==> config.mk <==
export PLATFORM = sky130hd
export DESIGN_NAME = dac_spi_arm_master
export DESIGN_NICKNAME = d
export VERILOG_FILES = /design/src/rtl/dsam_pkg.sv /design/src/rtl/dsam_shift_engine.sv /design/src/rtl/dsam_arm_ctrl.sv /design/src/rtl/dsam_pin_mux.sv /design/src/rtl/dac_spi_arm_master.sv
export SDC_FILE = /design/constraint.sdc
export NUM_CORES = 1
export LEC_CHECK = 0
export BUFFER_PORTS_ARGS = -buffer_cell sky130_fd_sc_hd__buf_2
export CORE_UTILIZATION = 25
export DETAILED_ROUTE_END_ITERATION = 7
export PLACE_DENSITY_LB_ADDON = 0.2
export SKIP_CTS_REPAIR_TIMING = 1
export SLEW_MARGIN = 10
export SYNTH_ARGS = -nofsm -noshare
export SYNTH_HDL_FRONTEND = slang
export SYNTH_SLANG_ARGS = --single-unit
==> constraint.sdc <==
create_clock -name clk -period 1.65 [get_ports clk]
set_input_delay 0.0825 -clock clk [delete_from_list [all_inputs] [get_ports clk]]
set_output_delay 0.0825 -clock clk [all_outputs]
set_load 0.05 [all_outputs]
==> src/rtl/dsam_pkg.sv <==
package dsam_pkg;
  localparam int SEL_W = 2;
  localparam logic [SEL_W-1:0] SEL_REG = 2'b00;
  localparam logic [SEL_W-1:0] SEL_ALT = 2'b10;

  typedef struct packed {
    logic sck;
    logic mosi;
    logic cs_n;
  } spi_pins_t;

  localparam spi_pins_t PINS_IDLE = '{sck: 1'b0, mosi: 1'b0, cs_n: 1'b1};
endpackage

==> src/rtl/dsam_shift_engine.sv <==
module dsam_shift_engine
  import dsam_pkg::*;
#(
  parameter int WORD_W   = 24,
  parameter int HALF_DIV = 2
) (
  input  logic              clk,
  input  logic              rst_n,
  input  logic              start,
  input  logic [WORD_W-1:0] tx_word,
  input  logic              miso,
  output logic              busy,
  output logic              done,
  output logic [WORD_W-1:0] rx_word,
  output spi_pins_t         pins
);
  localparam int DIV_W = (HALF_DIV > 1) ? $clog2(HALF_DIV) : 1;
  localparam int CNT_W = (WORD_W > 1) ? $clog2(WORD_W) : 1;

  logic              busy_q, done_q, sck_q, tick;
  logic [CNT_W-1:0]  bit_q;
  logic [WORD_W-1:0] tx_q, rx_q;

  // half-period tick source: a divider only when one is needed
  generate
    if (HALF_DIV == 1) begin : g_nodiv
      assign tick = busy_q;
    end else begin : g_div
      logic [DIV_W-1:0] div_q;
      always_ff @(posedge clk) begin
        if (!rst_n || !busy_q)                     div_q <= '0;
        else if (div_q == DIV_W'(HALF_DIV - 1))    div_q <= '0;
        else                                       div_q <= div_q + 1'b1;
      end
      assign tick = busy_q && (div_q == DIV_W'(HALF_DIV - 1));
    end
  endgenerate

  always_ff @(posedge clk) begin
    if (!rst_n) begin
      busy_q <= 1'b0;
      done_q <= 1'b0;
      sck_q  <= 1'b0;
      bit_q  <= '0;
      tx_q   <= '0;
      rx_q   <= '0;
    end else begin
      done_q <= 1'b0;
      if (!busy_q) begin
        if (start) begin
          busy_q <= 1'b1;
          tx_q   <= tx_word;
          bit_q  <= '0;
          sck_q  <= 1'b0;
        end
      end else if (tick) begin
        sck_q <= ~sck_q;
        if (!sck_q) begin
          rx_q <= {rx_q[WORD_W-2:0], miso};
        end else begin
          tx_q <= {tx_q[WORD_W-2:0], 1'b0};
          if (bit_q == CNT_W'(WORD_W - 1)) begin
            busy_q <= 1'b0;
            done_q <= 1'b1;
          end else begin
            bit_q <= bit_q + 1'b1;
          end
        end
      end
    end
  end

  assign busy      = busy_q;
  assign done      = done_q;
  assign rx_word   = rx_q;
  assign pins.sck  = sck_q;
  assign pins.mosi = busy_q ? tx_q[WORD_W-1] : 1'b0;
  assign pins.cs_n = ~busy_q;
endmodule

==> src/rtl/dsam_arm_ctrl.sv <==
module dsam_arm_ctrl #(
  parameter int WORD_W = 24
) (
  input  logic              clk,
  input  logic              rst_n,
  input  logic              arm,
  input  logic              busy,
  input  logic              done,
  input  logic [WORD_W-1:0] rx_word,
  output logic              start,
  output logic              finished,
  output logic [WORD_W-1:0] recv_word
);
  logic              arm_q, fin_q;
  logic [WORD_W-1:0] recv_q;

  assign start = arm && !arm_q && !busy;

  always_ff @(posedge clk) begin
    if (!rst_n) begin
      arm_q  <= 1'b0;
      fin_q  <= 1'b0;
      recv_q <= '0;
    end else begin
      arm_q <= arm;
      if (!arm)      fin_q <= 1'b0;
      else if (done) fin_q <= 1'b1;
      if (done)      recv_q <= rx_word;
    end
  end

  // arm gates the flag directly so it drops in the cycle arm does
  assign finished  = fin_q && arm;
  assign recv_word = recv_q;
endmodule

==> src/rtl/dsam_pin_mux.sv <==
module dsam_pin_mux
  import dsam_pkg::*;
(
  input  logic [SEL_W-1:0] sel,
  input  spi_pins_t        reg_pins,
  input  spi_pins_t        alt_pins,
  input  logic             dac_miso,
  output spi_pins_t        dac_pins,
  output logic             reg_miso,
  output logic             alt_miso
);
  always_comb begin
    dac_pins = PINS_IDLE;
    reg_miso = 1'b0;
    alt_miso = 1'b0;
    case (sel)
      SEL_REG: begin
        dac_pins = reg_pins;
        reg_miso = dac_miso;
      end
      SEL_ALT: begin
        dac_pins = alt_pins;
        alt_miso = dac_miso;
      end
      default: ;
    endcase
  end
endmodule

==> src/rtl/dac_spi_arm_master.sv <==
module dac_spi_arm_master
  import dsam_pkg::*;
#(
  parameter int WORD_W   = 24,
  parameter int HALF_DIV = 2
) (
  input  logic              clk,
  input  logic              rst_n,
  input  logic [1:0]        sel,
  input  logic              arm,
  input  logic [WORD_W-1:0] send_word,
  output logic [WORD_W-1:0] recv_word,
  output logic              finished,
  input  logic              alt_sck,
  input  logic              alt_mosi,
  input  logic              alt_cs_n,
  output logic              alt_miso,
  output logic              dac_sck,
  output logic              dac_mosi,
  output logic              dac_cs_n,
  input  logic              dac_miso
);
  logic              eng_start, eng_busy, eng_done, reg_miso;
  logic [WORD_W-1:0] eng_rx;
  spi_pins_t         reg_pins, alt_pins, dac_pins;

  assign alt_pins = '{sck: alt_sck, mosi: alt_mosi, cs_n: alt_cs_n};

  dsam_arm_ctrl #(.WORD_W(WORD_W)) u_ctrl (
    .clk(clk), .rst_n(rst_n), .arm(arm), .busy(eng_busy), .done(eng_done),
    .rx_word(eng_rx), .start(eng_start), .finished(finished),
    .recv_word(recv_word)
  );

  dsam_shift_engine #(.WORD_W(WORD_W), .HALF_DIV(HALF_DIV)) u_eng (
    .clk(clk), .rst_n(rst_n), .start(eng_start), .tx_word(send_word),
    .miso(reg_miso), .busy(eng_busy), .done(eng_done), .rx_word(eng_rx),
    .pins(reg_pins)
  );

  dsam_pin_mux u_mux (
    .sel(sel), .reg_pins(reg_pins), .alt_pins(alt_pins), .dac_miso(dac_miso),
    .dac_pins(dac_pins), .reg_miso(reg_miso), .alt_miso(alt_miso)
  );

  assign dac_sck  = dac_pins.sck;
  assign dac_mosi = dac_pins.mosi;
  assign dac_cs_n = dac_pins.cs_n;
endmodule

==> results of run 1 <==
[worst max-delay path, stage by stage, from the launching register on]
cell,delay [ns]
dfxtp_4,0.44
buf_12,0.18
nor2_1,0.06
a211o_1,0.25
buf_2,0.21
[area by class of cell]
cell class,instances,area [µm²],share of cell area (%)
multi-input cells,241,1540,37.4
well taps,172,215,5.24
inverters,2,7.51,0.183
clock inverters,5,31.3,0.761
flip-flops and latches,83,1670,40.5
clock buffers,9,225,5.48
repair buffers,71,430,10.5
[cells by family (layout without fill, tap and decap cells)]
group / Yosys count / in the layout
adder cells (fa/ha/maj): 1 / 1
multiplexers: 48 / 48
flip-flops: 83 / 83
AND/OR/NAND/NOR: 129 / 129
buffers and inverters: 31 / 87
AO/OA/AOI/OAI: 63 / 63
[path summary, 6_finish.rpt]
path | startpoint | end | cells after the start
worst max-delay path | u_eng.busy | dac_cs_n | 4
worst max register to register | u_eng.busy | u_eng.tx_q[4] | 4
worst min register to register | u_eng.rx_word[23] | u_eng.rx_word[23] | 2
worst min-delay path | send_word[15] | u_eng.tx_q[15] | 3
[state kept, by name (all words and copies together) (netlist names)]
| register | flops |
|---|---|
| u_ctrl.arm_q | 1 |
| u_ctrl.fin_q | 1 |
| u_ctrl.recv_word | 24 |
| u_eng.bit_q | 5 |
| u_eng.busy | 1 |
| u_eng.done | 1 |
| u_eng.g_div.div_q | 1 |
| u_eng.rx_word | 24 |
| u_eng.sck_q | 1 |
| u_eng.tx_q | 24 |
[metrics by stage]
stage,cell area (µm²),std cells
after floorplan,3360,355
after global placement,3840,569
after detailed placement,3840,569
after CTS,4100,583
after global routing,4110,583
final,4110,583
[synthesized netlist by cell type]
| cell type | n | area share (%) |
|---|---|---|
| dfxtp_1 | 83 | 49 |
| nand2_1 | 53 | 5.9 |
| mux2i_1 | 48 | 14 |
| nor2_1 | 28 | 3.1 |
| a21oi_1 | 27 | 4.0 |
| nor3_1 | 25 | 3.7 |
| a211oi_1 | 24 | 5.4 |
| buf_2 | 11 | 1.6 |
| clkbuf_1 | 10 | 1.1 |
| buf_4 | 4 | 0.89 |
| buf_6 | 3 | 1.0 |
| nand3_1 | 3 | 0.45 |
| a22oi_1 | 2 | 0.45 |
| and2_1 | 2 | 0.37 |
| and3_1 | 2 | 0.37 |
| and3b_1 | 2 | 0.52 |
| nand2b_1 | 2 | 0.37 |
| nand4b_1 | 2 | 0.52 |
| o22ai_1 | 2 | 0.37 |
| a211o_1 | 1 | 0.26 |
| a2bb2oi_1 | 1 | 0.26 |
| a31oi_1 | 1 | 0.19 |
| buf_1 | 1 | 0.11 |
| ha_1 | 1 | 0.37 |
| inv_1 | 1 | 0.11 |
| inv_2 | 1 | 0.11 |
| nand2_2 | 1 | 0.19 |
| nand3_4 | 1 | 0.52 |
| nand3b_1 | 1 | 0.22 |
| nand3b_4 | 1 | 0.60 |
| nor2b_1 | 1 | 0.19 |
| nor3b_4 | 1 | 0.56 |
| nor4bb_1 | 1 | 0.30 |
| o211a_1 | 1 | 0.30 |
| o21a_1 | 1 | 0.22 |
| o21ai_0 | 1 | 0.15 |
| o221a_2 | 1 | 0.34 |
| o32ai_1 | 1 | 0.26 |
| or3b_2 | 1 | 0.26 |
| or4_1 | 1 | 0.22 |
| or4b_1 | 1 | 0.30 |
[power breakdown]
| group | switching (µW) | total, µW | internal (µW) |
|---|---|---|---|
| combinational | 184 | 336 | 151 |
| sequential | 41.3 | 2100 | 2060 |
| clock | 788 | 1790 | 998 |
[per-layer routing]
layer	up-vias	global-route usage, %	part of all wire (%)	wire (µm)
met3	9	5.04	5.4	386
li1	1352	-	-	-
met4	0	4.09	1.2	89
met5	-	0	0	0
met1	1217	13.0	47	3410
met2	43	17.2	46	3300
==> metrics, run 1 <==
max-cap viol count 0; DR vias 2,621; Seq cells post-synth 83; Die H 118 µm; outcome complete, no violations; adder-cell share of the synthesized area 0.372%; ANT cells 0; main combinational cell family by area after synthesis simple AND/OR/NAND/NOR gates; Fin Hold WS approximately 0.079 ns; vias per cell 4.50; # port buffers between 60 and 70; Clock Tree Root clkbuf_16; clk_lat worst skew between 0.3 and 0.4 ns; Lkg Pwr around 0.0016 µW; Synth warnings 0; Synth Area in Compound Gates about an eighth; Synth Area in XOR/XNOR 0%; first-pass GRT wire length between 10,000 and 15,000 µm; f_max 642 MHz; post-layout power roughly 4200 µW; Top Ports 62; final setup vio count 0; r2r setup slk between 0.15 and 0.2 ns; clock slew at reported path FFs around 0.060 ns; Starting Density 26.1%; ratio of cells with drive above 1 in the final layout 22.9%; initial antenna violation count 0; Hold Crit Class in2reg; H-tree depth 3; CP startpoint kind flop; post-synthesis mux area share roughly 14%; Tmin final 1.56 ns; Die Area approximately 14,000 µm²; Mapped Nets between 300 and 400; CTS buffer count 9; core area about 13,000 µm²; Max rail drop VDD ~450 µV; Synth Area in Simple Gates a little under a fifth; worst path arrival time around 1.5 ns; Unique masters post-synth 41; clk_skew 0.00493 ns; fin nets 442; Final period util a little over nine tenths; Antenna Nets Post-Route 0; clock sink count 83; Routed WL per cell between 10 and 15 µm; most common cell after layout, fill and taps aside dfxtp_1; syn_area_per_cell 9.47 µm²; total gr overflow 0; Global Route Usage Sum approximately 11%; Bufs on Longest Clock Path 2; Worst Path Required ~1.6 ns; Power Density approximately 1000 nW/µm²; setup ws final 0.0929 ns; FILL cells between 1,000 and 1,500; Crit. End Element output pin; Mapped Cells 355; Area Growth Syn to Fin 22.3%; Critical Path Fanout Max 15; drc violations 0; RSZ-0062 raised after global routing no; kind of critical path reg2out; CTS tree built; DRT iter0 DRCs ~170; routability congestion estimate between 0.7 and 0.8; placed wire-length estimate approximately 4600 µm; register area share after synthesis 49.4%; TNS Setup 0 ns; synthesized area about 3400 µm²; row count between 40 and 50; post-layout util 31.9%; vias in the first global route 2,490; dpl ws between 0.15 and 0.2 ns; largest net degree at the start of global routing 45; Slew headroom a little over two thirds; Final Max Tran Viols 0; Post-Route WL 7190 µm; final hold vios 0; worst-margin pin slew around 0.44 ns; most frequent cells in the layout dfxtp_1 (82), buf_2 (61), nand2_1 (53); die width about 120 µm; DRT Pass-1 Iters 4
Power figures use the tool's default switching activity.
==> run 2: changes to the inputs <==
--- a/config.mk
+++ b/config.mk
@@ -5,7 +5,7 @@
 export SDC_FILE = /design/constraint.sdc
 export NUM_CORES = 1
 export LEC_CHECK = 0
-export BUFFER_PORTS_ARGS = -buffer_cell sky130_fd_sc_hd__buf_2
+export BUFFER_PORTS_ARGS = -buffer_cell sky130_fd_sc_hd__buf_4
 export CORE_UTILIZATION = 25
 export DETAILED_ROUTE_END_ITERATION = 7
 export PLACE_DENSITY_LB_ADDON = 0.2
==> run 2 against run 1 <==
Net effect: final cell count rose by 0.86%; core utilization up 1.7 points; critical path depth did not move; design area grew 5.4%; via count rose by 1.9%; total power is 7.0% higher; register-to-register slack better by 0.03 ns; sequential power is essentially flat; clock power increased by 15%; die area unchanged; critical endpoint unchanged; largest power group unchanged.
==> metrics, run 2 (same netlist as run 1, synthesis figures left out) <==
CTS tree built; H-tree depth 3 (unchanged); fin nets 445 (+0.68%); CTS buffer count 9 (unchanged); clock slew at reported path FFs 0.06 ns (about the same); CP startpoint kind flop; ratio of cells with drive above 1 in the final layout 23.8% (+0.93 points); post-layout power 4520 µW (+7.0%); Critical Path Fanout Max 15 (unchanged); Clock Tree Root clkbuf_16; Fin Hold WS 0.0422 ns (-0.0365 ns); die width 118 µm (unchanged); total gr overflow 0 (unchanged); Global Route Usage Sum 11.1% (+0.11 points); kind of critical path reg2out; worst path arrival time 1.45 ns (-0.02 ns); max-cap viol count 0 (unchanged); row count 41 (unchanged); Die H 118 µm (unchanged); Max rail drop VDD 380 µV (-15%); f_max 652 MHz (+1.6%); placed wire-length estimate 4770 µm (+3.7%); cell area after layout 4330 µm² (+5.4%); Bufs on Longest Clock Path 2 (unchanged); Seq. cell area 1670 µm² (unchanged); clock sink count 83 (unchanged); worst-margin pin slew 0.472 ns (+0.0268 ns); most frequent cells in the layout dfxtp_1 (82), buf_4 (70), nand2_1 (53); clk_lat worst skew 0.34 ns (about the same); RSZ-0062 raised after global routing no; ANT cells 0 (unchanged); Power Density 1040 nW/µm² (+1.5%); final hold vios 0 (unchanged); Starting Density 26.1% (unchanged); vias per cell 4.54 (+1.0%); vias in the first global route 2,509 (+0.76%); cell area after placement 3990 µm² (+4.0%); final setup vio count 0 (unchanged); outcome complete, no violations; Lkg Pwr 0.00164 µW (+4.2%); r2r setup slk 0.20 ns (+0.03 ns); Critical path destination dac_cs_n; Post-Route WL 7290 µm (+1.4%); Final period util 92.9% (-1.5 points); Slew headroom 68.6% (-1.8 points); core area 12,900 µm² (unchanged); Tmin final 1.53 ns (-0.0244 ns); RR Endpoint u_eng.tx_q[15]; DRT iter0 DRCs 162 (-5.8%); Hold Crit Class in2reg; drc violations 0 (unchanged); DR vias 2,670 (+1.9%); Crit. End Element output pin; Worst Path Required 1.57 ns (about the same); Area Growth Syn to Fin 28.9%; most common cell after layout, fill and taps aside dfxtp_1; largest net degree at the start of global routing 47 (+4.4%); area of the multi-input gates 1540 µm² (unchanged); Routed WL per cell 12.4 µm (+0.52%); routability congestion estimate 0.709 (-2.3%); initial antenna violation count 0 (unchanged); Worst R2R Start u_eng.busy; Reg2Reg Depth 4 (unchanged); # port buffers 61 (unchanged); Top Ports 62 (unchanged); Die Area 13,900 µm² (unchanged); CP Launch Point u_eng.busy; FILL cells 1,327 (-1.6%); clk_skew 0.00776 ns (+0.00284 ns); Final Max Tran Viols 0 (unchanged); first-pass GRT wire length 12,300 µm (+2.4%); Antenna Nets Post-Route 0 (unchanged); DRT Pass-1 Iters 3 (-1)
-- run 2: cell count changes in the layout (fill, tap and decap cells not counted), sizes merged --
cell / change
buf: +3
bufinv: +1
clkbuf: +1
clkinvlp: -1
inv: +1
-- run 2: worst min-delay path by stage --
| stage | from | endpoint | slack [ns] | cells past startpoint |
|---|---|---|---|---|
| after floorplan | arm | u_ctrl.arm_q | 0.23 | 1 |
| after global placement | arm | u_ctrl.arm_q | 0.37 | 2 |
| after detailed placement | arm | u_ctrl.arm_q | 0.39 | 2 |
| after CTS | arm | u_ctrl.arm_q | 0.04 | 2 |
| after global routing | arm | u_ctrl.arm_q | 0.04 | 2 |
| final | arm | u_ctrl.arm_q | 0.04 | 2 |
-- run 2: report_power, final --
part	leakage, µW	internal, µW	switching (µW)
Clock	0.000153	1230	822
Combinational	0.000811	180	189
Sequential	0.000674	2060	39.8
Total	0.00164	3470	1050
-- run 2: per-layer routing --
| layer | global-route usage, % | wire length (µm) | up-vias |
|---|---|---|---|
| met4 | 4.81 | 124 | 0 |
| met1 | 13.1 | 3310 | 1253 |
| li1 | - | - | 1362 |
| met2 | 18.2 | 3560 | 41 |
| met3 | 3.54 | 286 | 14 |
| met5 | 0 | 0 | - |
-- run 2: area by class of cell --
cell class / count / area share, %
clock buffer: 10 / 5.52
clock inverter: 6 / 1.62
inverter: 2 / 0.173
multi-input combinational: 241 / 35.4
sequential: 83 / 38.4
tap: 172 / 4.97
timing repair buffer: 74 / 13.9
-- run 2: worst max-delay path, cell delays in order (launching register included) --
cell	delay (ns)
dfxtp_4	0.42
buf_8	0.19
nor2_1	0.06
a211o_1	0.26
buf_4	0.19
-- run 2: per-stage QoR --
| step | setup slack (ns) | instances | util [%] | TNS [ns] |
|---|---|---|---|---|
| 4_1_cts | -0.138 | 585 | 33.4 | -0.213 |
| 6_report | 0.117 | 588 | 33.7 | 0 |
| 3_3_place_gp | 0.201 | 569 | 31.0 | 0 |
| 2_1_floorplan | 0.261 | 355 | - | 0 |
| 3_5_place_dp | 0.160 | 569 | 31.0 | 0 |
| 5_1_grt | 0.0419 | 588 | 33.7 | 0 |
==> run 3: changes to the inputs <==
--- a/config.mk
+++ b/config.mk
@@ -5,7 +5,7 @@
 export SDC_FILE = /design/constraint.sdc
 export NUM_CORES = 1
 export LEC_CHECK = 0
-export BUFFER_PORTS_ARGS = -buffer_cell sky130_fd_sc_hd__buf_4
+export BUFFER_PORTS_ARGS = -buffer_cell sky130_fd_sc_hd__buf_2
 export CORE_UTILIZATION = 25
 export DETAILED_ROUTE_END_ITERATION = 7
 export PLACE_DENSITY_LB_ADDON = 0.2
==> constraint.sdc (replaced) <==
create_clock -name clk -period 1.65 [get_ports clk]
set_input_delay 0.33 -clock clk [delete_from_list [all_inputs] [get_ports clk]]
set_output_delay 0.33 -clock clk [all_outputs]
set_load 0.05 [all_outputs]
==> run 3 against run 2 <==
Net effect: hold slack improved by 0.29 ns; total power shrank 0.55%; die area unchanged; global-route usage shrank 0.054 points; sequential share of layout area up 1.2 points; first-iteration DRC count is 4.9% higher; final cell count stayed put; via count fell by 0.52%; design area decreased by 3.1%; register-to-register slack got worse by 0.15 ns; combinational power is 3% lower; count of clock-buffer cells in the layout decreased by 1; largest cell class unchanged; highest routed layer unchanged.
==> metrics, run 3 (same netlist as run 1, synthesis figures left out) <==
Final period util 96.9% (+4.0 points); worst-margin pin slew 0.477 ns (+0.00545 ns); Crit path max-delay family simple AND/OR/NAND/NOR gates; CTS tree built; CP max stage delay 0.56 ns (+0.14 ns); ratio of cells with drive above 1 in the final layout 24.3% (+0.48 points); Global Route Usage Sum 11.0% (-0.054 points); Die Area 13,900 µm² (unchanged); clock sink count 83 (unchanged); Antenna Nets Post-Route 0 (unchanged); Post-Route WL 7270 µm (-0.19%); FILL cells 1,348 (+1.6%); crit-path cells buf_4 -> or3b_2 -> nand2_2 -> buf_12 -> a211oi_1; Die H 118 µm (unchanged); initial antenna violation count 0 (unchanged); CTS buffer count 9 (unchanged); final hold vios 0 (unchanged); Final Instance Count excl. Fillers 588 (unchanged); first-pass GRT wire length 12,400 µm (+0.67%); Clock Tree Root clkbuf_16; most frequent cells in the layout dfxtp_1 (81), buf_2 (60), nand2_1 (53); core area 12,900 µm² (unchanged); CP Buf/Inv Count 2 (unchanged); clk_lat worst skew 0.34 ns (about the same); DRT iter0 DRCs 170 (+4.9%); largest net degree at the start of global routing 47 (unchanged); Lkg Pwr 0.00161 µW (-1.6%); TNS Setup 0 ns (unchanged); Max rail drop VDD 488 µV (+28%); cell count after placement 570 (+0.18%); Area Growth Syn to Fin 25.0%; Starting Density 26.1% (unchanged); kind of critical path reg2reg; Top Ports 62 (unchanged); clock slew at reported path FFs 0.06 ns (about the same); worst path arrival time 1.82 ns (+0.37 ns); vias per cell 4.52 (-0.52%); CP max-delay cell or3b_2; row count 41 (unchanged); placed wire-length estimate 4730 µm (-1.0%); clk_skew 0.00437 ns (-0.00340 ns); Worst Path Required 1.87 ns (+0.30 ns); Routed WL per cell 12.4 µm (-0.19%); Hold Crit Class in2reg; outcome complete, no violations; H-tree depth 3 (unchanged); # port buffers 61 (unchanged); Critical Path Fanout Max 23 (+8); CP startpoint kind flop; Power Density 1070 nW/µm² (+2.6%); Final Max Tran Viols 0 (unchanged); fin nets 445 (unchanged); Slew headroom 68.2% (-0.36 points); Tmin final 1.60 ns (+0.0666 ns); Crit. End Element flop; max-cap viol count 0 (unchanged); ANT cells 0 (unchanged); final setup vio count 0 (unchanged); vias in the first global route 2,642 (+5.3%); RSZ-0062 raised after global routing no; most common cell after layout, fill and taps aside dfxtp_1; DR vias 2,656 (-0.52%); total gr overflow 0 (unchanged); drc violations 0 (unchanged); die width 118 µm (unchanged); Bufs on Longest Clock Path 2 (unchanged); DRT Pass-1 Iters 4 (+1); routability congestion estimate 0.683 (-3.7%); f_max 625 MHz (-4.2%)
==> run 3: routing by layer <==
metal  wire (µm)  global-route usage, %  vias to the layer above
met4         105                   3.85                        0
met3         371                   4.26                        8
met5           0                      0                        -
met2        3370                   18.4                       45
met1        3430                   12.7                     1242
li1            -                      -                     1361
==> run 3: power by group <==
group          leakage (µW)  internal [µW]  switching (µW)
Combinational      0.000791            163             194
Clock              0.000148           1190             855
Sequential         0.000675           2060            35.4
Total               0.00161           3410            1080
==> run 3: worst paths after layout <==
kind	startpoint	endpoint	slack (ns)	cells past startpoint
max reg2reg	u_eng.busy	u_eng.tx_q[6]	0.05	5
max	u_eng.busy	u_eng.tx_q[6]	0.05	5
min	sel[0]	u_eng.rx_word[0]	0.33	3
min reg2reg	u_ctrl.fin_q	u_ctrl.fin_q	0.44	1
==> run 3: layout make-up <==
cell class | count | area [µm²] | area share [%]
clock buffer | 9 | 225 | 5.36
sequential | 83 | 1670 | 39.7
multi-input combinational | 241 | 1540 | 36.7
inverter | 2 | 7.51 | 0.179
clock inverter | 7 | 76.3 | 1.82
tap | 172 | 215 | 5.12
timing repair buffer | 74 | 468 | 11.1
==> run 3: worst register-to-register path, delay by kind of cell (launching register included) <==
kind            cells  cell delay, ns
buf+inv             2            0.33
flops               1            0.37
compound gates      1            0.10
simple gates        2            0.69
==> run 3: stage by stage <==
stage / utilization, % / area (µm²) / total power (µW) / hold WS [ns] / setup WS, ns
CTS: 32.4 / 4170 / 4550 / 0.323 / -0.151
floorplan: - / 3360 / 2380 / 0.420 / 0.0131
detailed placement: 30.1 / 3870 / 2490 / 0.434 / 0.147
global route: 32.6 / 4200 / 4670 / 0.337 / 0.00154
global placement: 30.1 / 3870 / 2490 / 0.428 / 0.189
finish: 32.6 / 4200 / 4490 / 0.330 / 0.0507
